<file path="src/rtl/conv_seq_pkg.sv">
package conv_seq_pkg;

  typedef enum logic [1:0] {
    CM_NORMAL = 2'b00,
    CM_SLOW   = 2'b01,
    CM_FAST   = 2'b10,
    CM_WIDE   = 2'b11
  } conv_mode_e;

  typedef enum logic [1:0] {
    ST_IDLE = 2'b00,
    ST_CONV = 2'b01,
    ST_CAL  = 2'b10
  } seq_state_e;

  function automatic conv_mode_e mode_decode(logic hi, logic lo);
    return conv_mode_e'({hi, lo});
  endfunction

  // Fast and wide modes share timing and the gap limit.
  function automatic logic mode_is_fast(conv_mode_e m);
    return (m == CM_FAST) || (m == CM_WIDE);
  endfunction

  function automatic int unsigned conv_len(conv_mode_e m, int unsigned fast_len,
                                           int unsigned norm_len, int unsigned slow_len);
    int unsigned n;
    case (m)
      CM_FAST, CM_WIDE: n = fast_len;
      CM_SLOW:          n = slow_len;
      default:          n = norm_len;
    endcase
    return n;
  endfunction

  function automatic int unsigned max2(int unsigned a, int unsigned b);
    return (a > b) ? a : b;
  endfunction

endpackage

</file>
<file path="src/rtl/cs_sync.sv">
module cs_sync #(
  parameter int unsigned    W       = 1,
  parameter int unsigned    STAGES  = 2,
  parameter logic [W-1:0]   RST_VAL = '0
) (
  input  logic         clk,
  input  logic         rst_n,
  input  logic [W-1:0] d,
  output logic [W-1:0] q
);
  logic [W-1:0] stg [STAGES];

  generate
    for (genvar i = 0; i < STAGES; i++) begin : g_stage
      if (i == 0) begin : g_first
        always_ff @(posedge clk or negedge rst_n) begin
          if (!rst_n) stg[i] <= RST_VAL;
          else        stg[i] <= d;
        end
      end else begin : g_next
        always_ff @(posedge clk or negedge rst_n) begin
          if (!rst_n) stg[i] <= RST_VAL;
          else        stg[i] <= stg[i-1];
        end
      end
    end
  endgenerate

  assign q = stg[STAGES-1];
endmodule

</file>
<file path="src/rtl/cs_fall.sv">
module cs_fall #(
  parameter logic IDLE_VAL = 1'b1
) (
  input  logic clk,
  input  logic rst_n,
  input  logic d,
  output logic fell
);
  logic d_q;

  always_ff @(posedge clk or negedge rst_n) begin
    if (!rst_n) d_q <= IDLE_VAL;
    else        d_q <= d;
  end

  assign fell = d_q & ~d;
endmodule

</file>
<file path="src/rtl/cs_gap_mon.sv">
module cs_gap_mon #(
  parameter int unsigned MAX_GAP = 125000
) (
  input  logic clk,
  input  logic rst_n,
  input  logic accept,
  input  logic fast,
  input  logic abort,
  output logic armed,
  output logic gap_err
);
  localparam int unsigned GW = $clog2(MAX_GAP + 1);
  localparam logic [GW-1:0] LAST = GW'(MAX_GAP - 1);

  logic [GW-1:0] gap_cnt;

  always_ff @(posedge clk or negedge rst_n) begin
    if (!rst_n) begin
      armed   <= 1'b0;
      gap_cnt <= '0;
      gap_err <= 1'b0;
    end else begin
      gap_err <= 1'b0;
      if (abort) begin
        armed   <= 1'b0;
        gap_cnt <= '0;
      end else if (accept) begin
        armed   <= fast;
        gap_cnt <= '0;
      end else if (armed) begin
        if (gap_cnt == LAST) begin
          gap_err <= 1'b1;
          armed   <= 1'b0;
        end else begin
          gap_cnt <= gap_cnt + 1'b1;
        end
      end
    end
  end
endmodule

</file>
<file path="src/rtl/cs_fsm.sv">
module cs_fsm
  import conv_seq_pkg::*;
#(
  parameter int unsigned DATA_W      = 16,
  parameter int unsigned CONV_FAST   = 12,
  parameter int unsigned CONV_NORMAL = 20,
  parameter int unsigned CONV_SLOW   = 32,
  parameter int unsigned CAL_CYCLES  = 64
) (
  input  logic              clk,
  input  logic              rst_n,
  input  logic              start_fall,
  input  logic              rst_hi,
  input  logic              rst_fall,
  input  logic              pd,
  input  conv_mode_e        mode,
  input  logic [DATA_W-1:0] core_result,
  output logic              accept,
  output logic              cal_start,
  output logic              busy,
  output logic [DATA_W-1:0] result
);
  localparam int unsigned MAXLEN = max2(max2(CONV_FAST, CONV_NORMAL), max2(CONV_SLOW, CAL_CYCLES));
  localparam int unsigned CW     = $clog2(MAXLEN + 1);

  seq_state_e    state;
  logic [CW-1:0] cnt;
  logic          idle;
  logic          cnt_done;

  assign idle      = (state == ST_IDLE);
  assign cnt_done  = (cnt == '0);
  assign cal_start = idle && rst_fall;
  assign accept    = idle && start_fall && !rst_hi && !rst_fall && !pd;

  always_ff @(posedge clk or negedge rst_n) begin
    if (!rst_n) begin
      state  <= ST_IDLE;
      cnt    <= '0;
      busy   <= 1'b0;
      result <= '0;
    end else if (rst_hi) begin
      state <= ST_IDLE;
      cnt   <= '0;
      busy  <= 1'b0;
    end else begin
      case (state)
        ST_IDLE: begin
          if (cal_start) begin
            state <= ST_CAL;
            busy  <= 1'b1;
            cnt   <= CW'(CAL_CYCLES - 1);
          end else if (accept) begin
            state <= ST_CONV;
            busy  <= 1'b1;
            cnt   <= CW'(conv_len(mode, CONV_FAST, CONV_NORMAL, CONV_SLOW) - 1);
          end
        end
        ST_CONV: begin
          if (cnt_done) begin
            result <= core_result;
            busy   <= 1'b0;
            state  <= ST_IDLE;
          end else begin
            cnt <= cnt - 1'b1;
          end
        end
        ST_CAL: begin
          if (cnt_done) begin
            busy  <= 1'b0;
            state <= ST_IDLE;
          end else begin
            cnt <= cnt - 1'b1;
          end
        end
        default: begin
          state <= ST_IDLE;
          busy  <= 1'b0;
        end
      endcase
    end
  end
endmodule

</file>
<file path="src/rtl/conv_sequencer.sv">
module conv_sequencer
  import conv_seq_pkg::*;
#(
  parameter int unsigned DATA_W      = 16,
  parameter int unsigned SYNC_STAGES = 2,
  parameter int unsigned CONV_FAST   = 12,
  parameter int unsigned CONV_NORMAL = 20,
  parameter int unsigned CONV_SLOW   = 32,
  parameter int unsigned CAL_CYCLES  = 64,
  parameter int unsigned MAX_GAP     = 125000
) (
  input  logic              clk,
  input  logic              rst_n,
  input  logic              start_n,
  input  logic              mode_hi,
  input  logic              mode_lo,
  input  logic              reset_req,
  input  logic              pwrdn,
  input  logic [DATA_W-1:0] core_result,
  output logic              busy,
  output logic [DATA_W-1:0] result,
  output logic              gap_err
);
  localparam int unsigned NIN = 5;

  logic [NIN-1:0] raw_in, sync_q;
  logic start_s, rst_s, pd_s, hi_s, lo_s;
  logic start_fall_w, rst_fall_w;
  logic accept_w, cal_start_w, gap_armed_w;
  conv_mode_e mode_now;

  assign raw_in = {start_n, reset_req, pwrdn, mode_hi, mode_lo};
  assign {start_s, rst_s, pd_s, hi_s, lo_s} = sync_q;
  assign mode_now = mode_decode(hi_s, lo_s);

  cs_sync #(.W(NIN), .STAGES(SYNC_STAGES), .RST_VAL(5'b10000)) u_sync (
    .clk(clk), .rst_n(rst_n), .d(raw_in), .q(sync_q)
  );

  cs_fall #(.IDLE_VAL(1'b1)) u_start_edge (
    .clk(clk), .rst_n(rst_n), .d(start_s), .fell(start_fall_w)
  );

  cs_fall #(.IDLE_VAL(1'b0)) u_rst_edge (
    .clk(clk), .rst_n(rst_n), .d(rst_s), .fell(rst_fall_w)
  );

  cs_fsm #(
    .DATA_W(DATA_W), .CONV_FAST(CONV_FAST), .CONV_NORMAL(CONV_NORMAL),
    .CONV_SLOW(CONV_SLOW), .CAL_CYCLES(CAL_CYCLES)
  ) u_fsm (
    .clk(clk), .rst_n(rst_n), .start_fall(start_fall_w), .rst_hi(rst_s),
    .rst_fall(rst_fall_w), .pd(pd_s), .mode(mode_now), .core_result(core_result),
    .accept(accept_w), .cal_start(cal_start_w), .busy(busy), .result(result)
  );

  cs_gap_mon #(.MAX_GAP(MAX_GAP)) u_gap (
    .clk(clk), .rst_n(rst_n), .accept(accept_w), .fast(mode_is_fast(mode_now)),
    .abort(rst_s), .armed(gap_armed_w), .gap_err(gap_err)
  );
endmodule

</file>
<file path="config.mk">
export PLATFORM = sky130hd
export DESIGN_NAME = conv_sequencer
export DESIGN_NICKNAME = d
export VERILOG_FILES = /design/src/rtl/conv_seq_pkg.sv /design/src/rtl/cs_sync.sv /design/src/rtl/cs_fall.sv /design/src/rtl/cs_gap_mon.sv /design/src/rtl/cs_fsm.sv /design/src/rtl/conv_sequencer.sv
export SDC_FILE = /design/constraint.sdc
export NUM_CORES = 1
export LEC_CHECK = 0
export BUFFER_PORTS_ARGS = -buffer_cell sky130_fd_sc_hd__buf_4
export CAP_MARGIN = 40
export CORE_MARGIN = 1.5
export CORE_UTILIZATION = 40
export DETAILED_ROUTE_END_ITERATION = 12
export PLACE_DENSITY = 0.66
export SLEW_MARGIN = 20
export SYNTH_ARGS = -nofsm -noshare
export SYNTH_HDL_FRONTEND = slang
export SYNTH_SLANG_ARGS = --single-unit
</file>
<file path="constraint.sdc">
create_clock -name clk -period 2.6 [get_ports clk]
set_input_delay 0.13 -clock clk [delete_from_list [all_inputs] [get_ports clk]]
set_output_delay 0.13 -clock clk [all_outputs]
set_load 0.02 [all_outputs]
</file>
======== Yosys cells after proc, flatten, opt, wreduce, memory -nomap -nowiden ========
Index checks and enable logic that the tools add are counted.
Widths: inputs -> output; s select.
word-level totals
  register bits after elaboration ......... 57
  output and inout port bits .............. 18
  memories kept ........................... 0
  bits in writable memories ............... 0
  word-level logic and storage cells ...... 79
  latch bits .............................. 0
  bits of input ports ..................... 23
  memory bits (read-only) ................. 0
operators by class
  $mul .................................... 0
  shift-type cells ........................ 0
  reduce and logical (&&, ||, !) cells .... 19
  order comparisons ....................... 0
  $add $sub $neg .......................... 3
  multiplexer cells ....................... 32
  equal/unequal tests ..................... 10
  bitwise operators ....................... 4
  divide/modulo/power cells ............... 0
operators with widths
  operator               count
  $mux 17                4
  $mux 7                 8
  $add 17x1->17 const B  1
  $eq 17x17->1 const B   1
  $pmux 7 s2             1
  $sub 7x1->7 const B    2
  $mux 1                 12
  $pmux 6 s2             1
  $mux 2                 4
  $logic_not 7->1        1
  $eq 2x2->1 const B     3
  $ne 3x3->1 const B     2
  $reduce_and 3->1       2
  $reduce_bool 3->1      2
  $logic_and 1x1->1      5
  $eq 2x1->1 const B     2
  $ne 4x4->1 const B     1
  $pmux 2 s2             1
  $reduce_and 2->1       2
  $reduce_or 2->1        2
  $logic_not 1->1        3
  $ne 3x1->1 const B     1
  $and 1x1->1            2
  $logic_not 2->1        1
  3 further kinds        4

======== Depth between registers and ports, before layout ========
Gate-level depths: netlist (run 1).
  depth in word-level cells ............... 15
  depth in mapped cells ................... 8
  gate-level depth less buffers ........... 6

======== Modules after synthesis ========
A second synthesis (run 1) with hierarchy kept.
unflattened totals
  cell total of the unflattened synthesis .. 247
  area total of the unflattened synthesis .. 2822.7 um^2
by module, submodules not included
  module                  cells an instance  area an instance (um^2)  instances  seq. area each (um^2)
  cs_fsm                  115                1385.1                   1          650.6
  cs_gap_mon              112                1064.8                   1          475.5
  cs_sync                 15                 290.3                    1          252.7
  cs_fall (u_start_edge)  2                  40.0                     1          26.3
  cs_fall (u_rst_edge)    2                  38.8                     1          25.0
  conv_sequencer          1                  3.8                      1          0.0

======== Worst setup path after synthesis (run 1) ========
Ideal clock, no wire load.
  kind .................................... flip-flop to flip-flop
  from .................................... register u_fsm.cnt[0]
  to ...................................... register u_fsm.result[0]
  period minus slack after synthesis ...... 2.026 ns
  slack ................................... 0.574 ns
  arrival ................................. 1.901 ns
  stages on the path, launching flop included .. 9
  required time ........................... 2.475 ns
  path through ............................ dfrtp_1 -> inv_1 -> ha_1 -> or4b_1 -> buf_2 -> nor3_4 -> nand3b_4 -> buf_6 -> mux2_4
on the way
  cells in the longest elaborated chain, start to end .. 2
RTL lines
  element                     RTL line      text
  start, declared             cs_fsm.sv:27  logic [CW-1:0] cnt;
  start signal, assigned      cs_fsm.sv:52  cnt <= CW'(CAL_CYCLES - 1);
  start signal, assigned      cs_fsm.sv:56  cnt <= CW'(conv_len(mode, CONV_FAST, CONV_NORMAL, CONV_SLOW) - 1);
  start signal, assigned      cs_fsm.sv:65  cnt <= cnt - 1'b1;
  $logic_not 7->1             cs_fsm.sv:32  assign cnt_done = (cnt == '0);
  $reduce_and 3->1 (no line)  --
  end signal, assigned        cs_fsm.sv:61  result <= core_result;
  end, declared               cs_fsm.sv:21  output logic [DATA_W-1:0] result
No other way between the ends.
A chain may end at the register's enable or synchronous reset.

======== Worst setup path in the final report (run 1) ========
  from .................................... register u_fsm.cnt[0]
  to ...................................... register u_fsm.result[12]
Same word-level chain as after synthesis.

==> impl_results.md, run 1 <==
* Max-cap violation count at 0
* Outcome: finished, violations left
* Vias in the first global route at 1978
* Worst min-delay path startpoint: core_result[0]
* Async S/R FF share, synth at 100%
* Number of levels in the clock H-tree at 3
* Tmin final at 2.22 ns
* Worst Setup Start Kind: flip-flop
* Share of the clock period used by the worst path at 85.6%
* CTS tree: built
* Most area-consuming cells after synthesis: dfrtp_1, mux2_4, a21oi_1, dfstp_2, mux2_2
* Flop and latch count out of synthesis at 57
* Final setup vio count at 0
* Diode insertion count for antenna repair at 0
* Worst setup path category: reg2reg
* Switching power at 737 uW
* Die outline area at 0.00729 mm^2
* Effective utilization at floorplan at 42.1%
* Count of final hold-check violations at 0
* Data required time of the critical path at 2.81 ns
* Setup_tns at 0 ns
* Final worst hold slack at 0.0279 ns
* Number of slew-limit violations in the final report at 0
* Portion of total power attributed to combinational logic at 22.1%
* Number of different library cells in the post-synthesis netlist at 50
* Routability congestion estimate from global placement at 0.835
* Detailed-route wire length per cell at 15.0 um
* Failing checks: design-rule violations
* Worst Setup End Kind: flip-flop
* Summed instance area of the synthesized netlist at 0.00272 mm^2
* Number of buffers on the longest clock path at 2
* Internal power consumption at 1950 uW
* IR drop worst, VDD at 0.541 mV
* DRT antenna net count at 0
* Hold Path Class: in2reg
* Aggregate global-route resource usage at 16.3%
* Worst Path Arrival at 2.44 ns
* Part of the total power dissipated in the clock network at 37.6%
* Post-synth top area share at 49.7%
* Clock skew at 0.00617 ns
* Net Count, Synth at 262
* Sink Count at 57
* Setup slack, reg-to-reg at 0.38 ns
* Count of buffers from port buffering at 40
* Number of vias in the routed layout at 1999
* Transition time of the tightest slew-check pin at 0.705 ns
* Floorplan Core Area at 0.00646 mm^2
* Maximum number of pins on one net before global-route repair at 58
* Proportion of total power due to net switching at 27.4%
* Part of the Yosys area used for sequential elements at 52.6%
* Worst-Skew Late Latency at 0.33 ns
* Main synth FF type: dfrtp_1
* Detailed-route vias per instance at 5.45
* Share of cells above drive strength 1 at 29.3%
* Post-synth EDFFs at 0
* Total length of routed wires at 5500 um
* Number of warnings printed during yosys synthesis at 0
* Std-Cell Rows at 29
* Total power divided by cell area at 792 mW/mm^2
* Relative slew slack at 53.0%
* Total clock buffers created by CTS at 9
* Wire length of the first global-routing pass at 9400 um
* RSZ-0062 raised after global routing: false
* Number of cells produced by synthesis at 234
* Number of antenna violations at the first check in global routing at 0
* Core occupancy in the finished layout at 52.5%
* DRC errors left at 1
* Register share of total power at 40.3%
* CP startpoint: u_fsm.cnt[0]$_DFFE_PN0P_
* Top cells by instance count after synthesis: dfrtp_1, a21oi_1, o21ai_0, mux2_4, nand2_1
* Starting DRT DRC Count at 42
* Clock Root Buffer: clkbuf_8
* Number of placed I/O pins at 41
* Number of resized instances in the post-cts repair step at 0
* Synth-to-layout area growth at 24.9%
* Global route total overflow at 0
* Total leakage power at 0.00153 uW
* Critical path peak fanout at 16
* Die Span Y at 85.4 um
* Clock transition time at the flip-flop clock pins of the worst setup and hold paths at 0.07 ns
* Cell with the most instances after synthesis: dfrtp_1
* DRT Pass-1 Iters at 8
* Max Clk Rate at 449 MHz
* Final net count at 313
* Startpoint of the worst-slack reg-to-reg timing path: u_fsm.cnt[0]$_DFFE_PN0P_
* Post-detail-place hpwl at 3710 um
* Post-CTS setup buffer count at 0
* Fill cell instance count of the final layout at 581
* Most area-hungry cell type in the Yosys netlist: dfrtp_1
* Die width at 85.4 um
* Mean post-synth cell area at 11.6 um^2
## critical path, stage by stage, from the launching register on
cell and delay (ns):
dfrtp_1 0.41, inv_1 0.10, ha_1 0.14, or4b_1 0.60, nor3_4 0.21, nand3b_4 0.27
mux2_4 0.38
## layout make-up
class | count | area (um^2) | area share [%]
Clock buffer | 11 | 141 | 4.17
Clock inverter | 5 | 103 | 3.02
Inverter | 8 | 30.0 | 0.885
Multi-Input combinational cell | 161 | 1220 | 35.9
Sequential cell | 57 | 1430 | 42.2
Tap cell | 77 | 96.3 | 2.84
Timing Repair Buffer | 48 | 375 | 11.1
## routing by layer
metal	GRT usage (%)	share of wire, %	vias up
li1	-	-	977
met1	20.6	46	960
met2	26.2	48	56
met3	5.74	5.6	6
met4	5.43	0.87	0
met5	0	0	-
## registers in the layout, indices dropped and copies added (netlist names)
signal and cells:
u_gap.armed 1, u_rst_edge.d_q 1, u_fsm.cnt 7, u_sync.stg 5
u_fsm.busy 1, u_fsm.state 2, u_start_edge.d_q 1, u_gap.gap_cnt 17
u_gap.gap_err 1, u_sync.q 5, u_fsm.result 16
## power groups by stage
| stage | Sequential [uW] | Clock (uW) | Combinational [uW] |
|---|---|---|---|
| floorplan | 1140 | 0 | 319 |
| global placement | 1090 | 0 | 580 |
| detailed placement | 1090 | 0 | 591 |
| CTS | 1080 | 1040 | 598 |
| global route | 1100 | 1080 | 647 |
| finish | 1080 | 1010 | 595 |
## kinds of logic after synthesis
family	synth area share, %
buf+inv	2.58
compound gates	13.5
fa+ha+maj	2.30
xor+xnor	1.93
simple gates	19.0
mux	8.01
flops	52.6
## cells in the final DEF (no fill, tap or decap), types with 7 or more instances in the layout
cell       n
a21oi_1   17
buf_4     42
clkbuf_8  10
dfrtp_1   54
inv_1      8
mux2_4    10
nand2_1   10
nand3_1    7
nand4_1    8
nor2_1     7
o21ai_0   13
or4_1      7
## metrics by stage
step | power [uW] | instance area, um^2 | cells | setup WS [ns]
after floorplan | 1460 | 2720 | 234 | 0.574
after global placement | 1670 | 3090 | 345 | 0.441
after detailed placement | 1680 | 3090 | 345 | 0.377
after CTS | 2720 | 3390 | 367 | 0.373
after global routing | 2820 | 3390 | 367 | 0.255
final | 2690 | 3390 | 367 | 0.375
## what timing repair did
action | in CTS | in global routing
hold endpoints to repair | 59 | 0
setup endpoints to repair | 0 | 0
hold buffers | 6 | 0
## worst paths after layout
kind | end | cells after the start
worst min register to register | u_sync.q[2]$_DFF_PN0_ | 0
worst max register to register | u_fsm.result[12]$_DFFE_PN0P_ | 6
worst max-delay path | u_fsm.result[12]$_DFFE_PN0P_ | 6
min in group asynchronous | u_gap.gap_err$_DFF_PN0_ | 2
worst min-delay path | u_fsm.result[0]$_DFFE_PN0P_ | 2
max in group asynchronous | u_sync.stg[8]$_DFF_PN0_ | 2
Note: power is estimated with default switching activity, not from simulation.
==> run 2: changes to the inputs <==
==> constraint.sdc (replaced) <==
create_clock -name clk -period 2.6 [get_ports clk]
set_input_delay 0.52 -clock clk [delete_from_list [all_inputs] [get_ports clk]]
set_output_delay 0.52 -clock clk [all_outputs]
set_load 0.02 [all_outputs]
==> run 2 against run 1 <==
  * The run still ends with design-rule violations left
  * Via count fell by 1.5%
  * Utilization fell by 0.93 points
  * Die area did not move
  * First-iteration DRC count rose by 33%
  * Highest routed layer unchanged
==> impl_results.md, run 2 (same netlist as run 1, synthesis figures left out) <==
* Fill cell instance count of the final layout at 586 (+0.86%)
* Total length of routed wires at 5400 um (-1.8%)
* Number of flip-flops under the largest register name at 17 (unchanged)
* Post-detail-place hpwl at 3710 um (unchanged)
* Die outline area at 0.00729 mm^2 (unchanged)
* Max-cap violation count at 0 (unchanged)
* Max Clk Rate at 451 MHz (+0.43%)
* Die Span Y at 85.4 um (unchanged)
* Effective utilization at floorplan at 42.1% (unchanged)
* Floorplan Core Area at 0.00646 mm^2 (unchanged)
* Detailed-route wire length per cell at 15.0 um (-0.15%)
* Number of placed I/O pins at 41 (unchanged)
* Clock skew at 0.00610 ns (-0.0000703 ns)
* Diode insertion count for antenna repair at 0 (unchanged)
* Std-Cell Rows at 29 (unchanged)
* IR drop worst, VDD at 0.540 mV (-0.12%)
* Total clock buffers created by CTS at 9 (unchanged)
* Worst setup path category: reg2reg
* Hold Path Class: in2async
* Worst Setup End Kind: flip-flop
* DRT Pass-1 Iters at 8 (unchanged)
* Commonest non-fill, non-tap cell in the layout: dfrtp_1
* Starting DRT DRC Count at 56 (+33%)
* Number of resized instances in the post-cts repair step at 0 (unchanged)
* Failing checks: design-rule violations
* Share of the clock period used by the worst path at 85.2% (-0.36 points)
* Most frequent cells in the layout: dfrtp_1, buf_4, a21oi_1, o21ai_0
* Count of buffers from port buffering at 40 (unchanged)
* Data required time of the critical path at 2.81 ns (about the same)
* Number of levels in the clock H-tree at 3 (unchanged)
* DRC errors left at 1 (unchanged)
* Number of vias in the routed layout at 1969 (-1.5%)
* Worst-Skew Late Latency at 0.33 ns (about the same)
* Worst Setup Start Kind: flip-flop
* Final setup vio count at 0 (unchanged)
* Post-route cell area at 0.00333 mm^2 (-1.8%)
* Number of slew-limit violations in the final report at 0 (unchanged)
* Sink Count at 57 (unchanged)
* Detailed-route vias per instance at 5.45 (+0.14%)
* Setup_tns at 0 ns (unchanged)
* Maximum number of pins on one net before global-route repair at 58 (unchanged)
* Post-CTS setup buffer count at 0 (unchanged)
* Outcome: finished, violations left
* Share of cells above drive strength 1 at 29.9% (+0.62 points)
* Die width at 85.4 um (unchanged)
* Critical path peak fanout at 16 (unchanged)
* Total power divided by cell area at 803 mW/mm^2 (+1.4%)
* Number of buffers on the longest clock path at 2 (unchanged)
* Vias in the first global route at 1982 (+0.20%)
* Count of final hold-check violations at 0 (unchanged)
* FF+latch area at 0.00143 mm^2 (unchanged)
* Aggregate global-route resource usage at 16.2% (-0.16 points)
* Clock transition time at the flip-flop clock pins of the worst setup and hold paths at 0.07 ns (about the same)
* Number of standard cells in the final layout excluding fillers at 361 (-1.6%)
* Wire length of the first global-routing pass at 9310 um (-1.0%)
* Hold buffers post-CTS at 0 (-6)
* DRT antenna net count at 0 (unchanged)
* Post-placement cell count at 345 (unchanged)
* Register ranked first by flip-flop count: u_gap.gap_cnt
* Routability congestion estimate from global placement at 0.835 (unchanged)
* Clock Root Buffer: clkbuf_8
* Global route total overflow at 0 (unchanged)
* Worst Path Arrival at 2.43 ns (about the same)
* Number of antenna violations at the first check in global routing at 0 (unchanged)
* Placed Area at 0.00309 mm^2 (unchanged)
* Tmin final at 2.22 ns (-0.00944 ns)
* Relative slew slack at 53.6% (+0.60 points)
* Final net count at 307 (-1.9%)
* Synth-to-layout area growth at 22.7%
* RSZ-0062 raised after global routing: false
* Total leakage power at 0.00150 uW (-1.6%)
* CTS tree: built
* Largest registers in the final layout: u_gap.gap_cnt (17), u_fsm.result (16), u_fsm.cnt (7)
* Area of combinational cells with multiple inputs at 0.00122 mm^2 (unchanged)
* Transition time of the tightest slew-check pin at 0.696 ns (-0.00904 ns)
==> run 2: cell types whose count changed in the layout (fill, tap and decap cells not counted), sizes merged <==
| cell | delta |
|---|---|
| dlygate4sd3 | -6 |
==> run 2: power by group <==
part / total, uW / leakage [uW] / internal, uW / switching [uW]
clock network: 1010 / 0.000120 / 661 / 347
logic: 585 / 0.000666 / 292 / 293
registers: 1080 / 0.000720 / 990 / 91.5
==> run 2: critical path, stage by stage (launching register included) <==
cell	delay (ns)
dfrtp_1	0.41
inv_1	0.10
ha_1	0.14
or4b_1	0.59
nor3_4	0.20
nand3b_4	0.27
mux2_4	0.38
==> run 2: final cells by class <==
cell class              instances  share of cell area (%)
clock buffers                  11                    4.24
clock inverters                 5                    3.08
inverters                       8                   0.901
multi-input cells             161                    36.5
flip-flops and latches         57                    42.9
well taps                      77                    2.89
repair buffers                 42                    9.46
==> run 2: worst paths after layout <==
| check | cells past startpoint | endpoint | slack [ns] | from |
|---|---|---|---|---|
| max | 6 | u_fsm.result[14]$_DFFE_PN0P_ | 0.38 | u_fsm.cnt[0]$_DFFE_PN0P_ |
| min | 1 | u_gap.gap_err$_DFF_PN0_ | 0.24 | rst_n |
| max reg2reg | 6 | u_fsm.result[14]$_DFFE_PN0P_ | 0.38 | u_fsm.cnt[0]$_DFFE_PN0P_ |
| min reg2reg | 0 | u_sync.q[2]$_DFF_PN0_ | 0.35 | u_sync.stg[7]$_DFF_PN0_ |
| max in group asynchronous | 1 | u_sync.stg[8]$_DFF_PN0_ | 1.90 | rst_n |
| min in group clk | 1 | u_sync.stg[7]$_DFF_PN0_ | 0.30 | pwrdn |
==> run 2: routing by layer <==
layer	routed length, um	vias up	track usage [%]
met4	48	0	5.72
met1	2450	948	20.2
met5	0	-	0
met2	2570	52	25.8
met3	328	6	5.93
li1	-	963	-
==> run 2: through the flow <==
step / total power, uW / hold slack (ns) / utilization, % / worst slack [ns]
floorplan: 1460 / 0.224 / - / 0.574
global placement: 1670 / 0.333 / 47.8 / 0.441
detailed placement: 1680 / 0.335 / 47.8 / 0.377
CTS: 2710 / 0.273 / 51.6 / 0.373
global route: 2810 / 0.271 / 51.6 / 0.255
finish: 2680 / 0.243 / 51.6 / 0.385
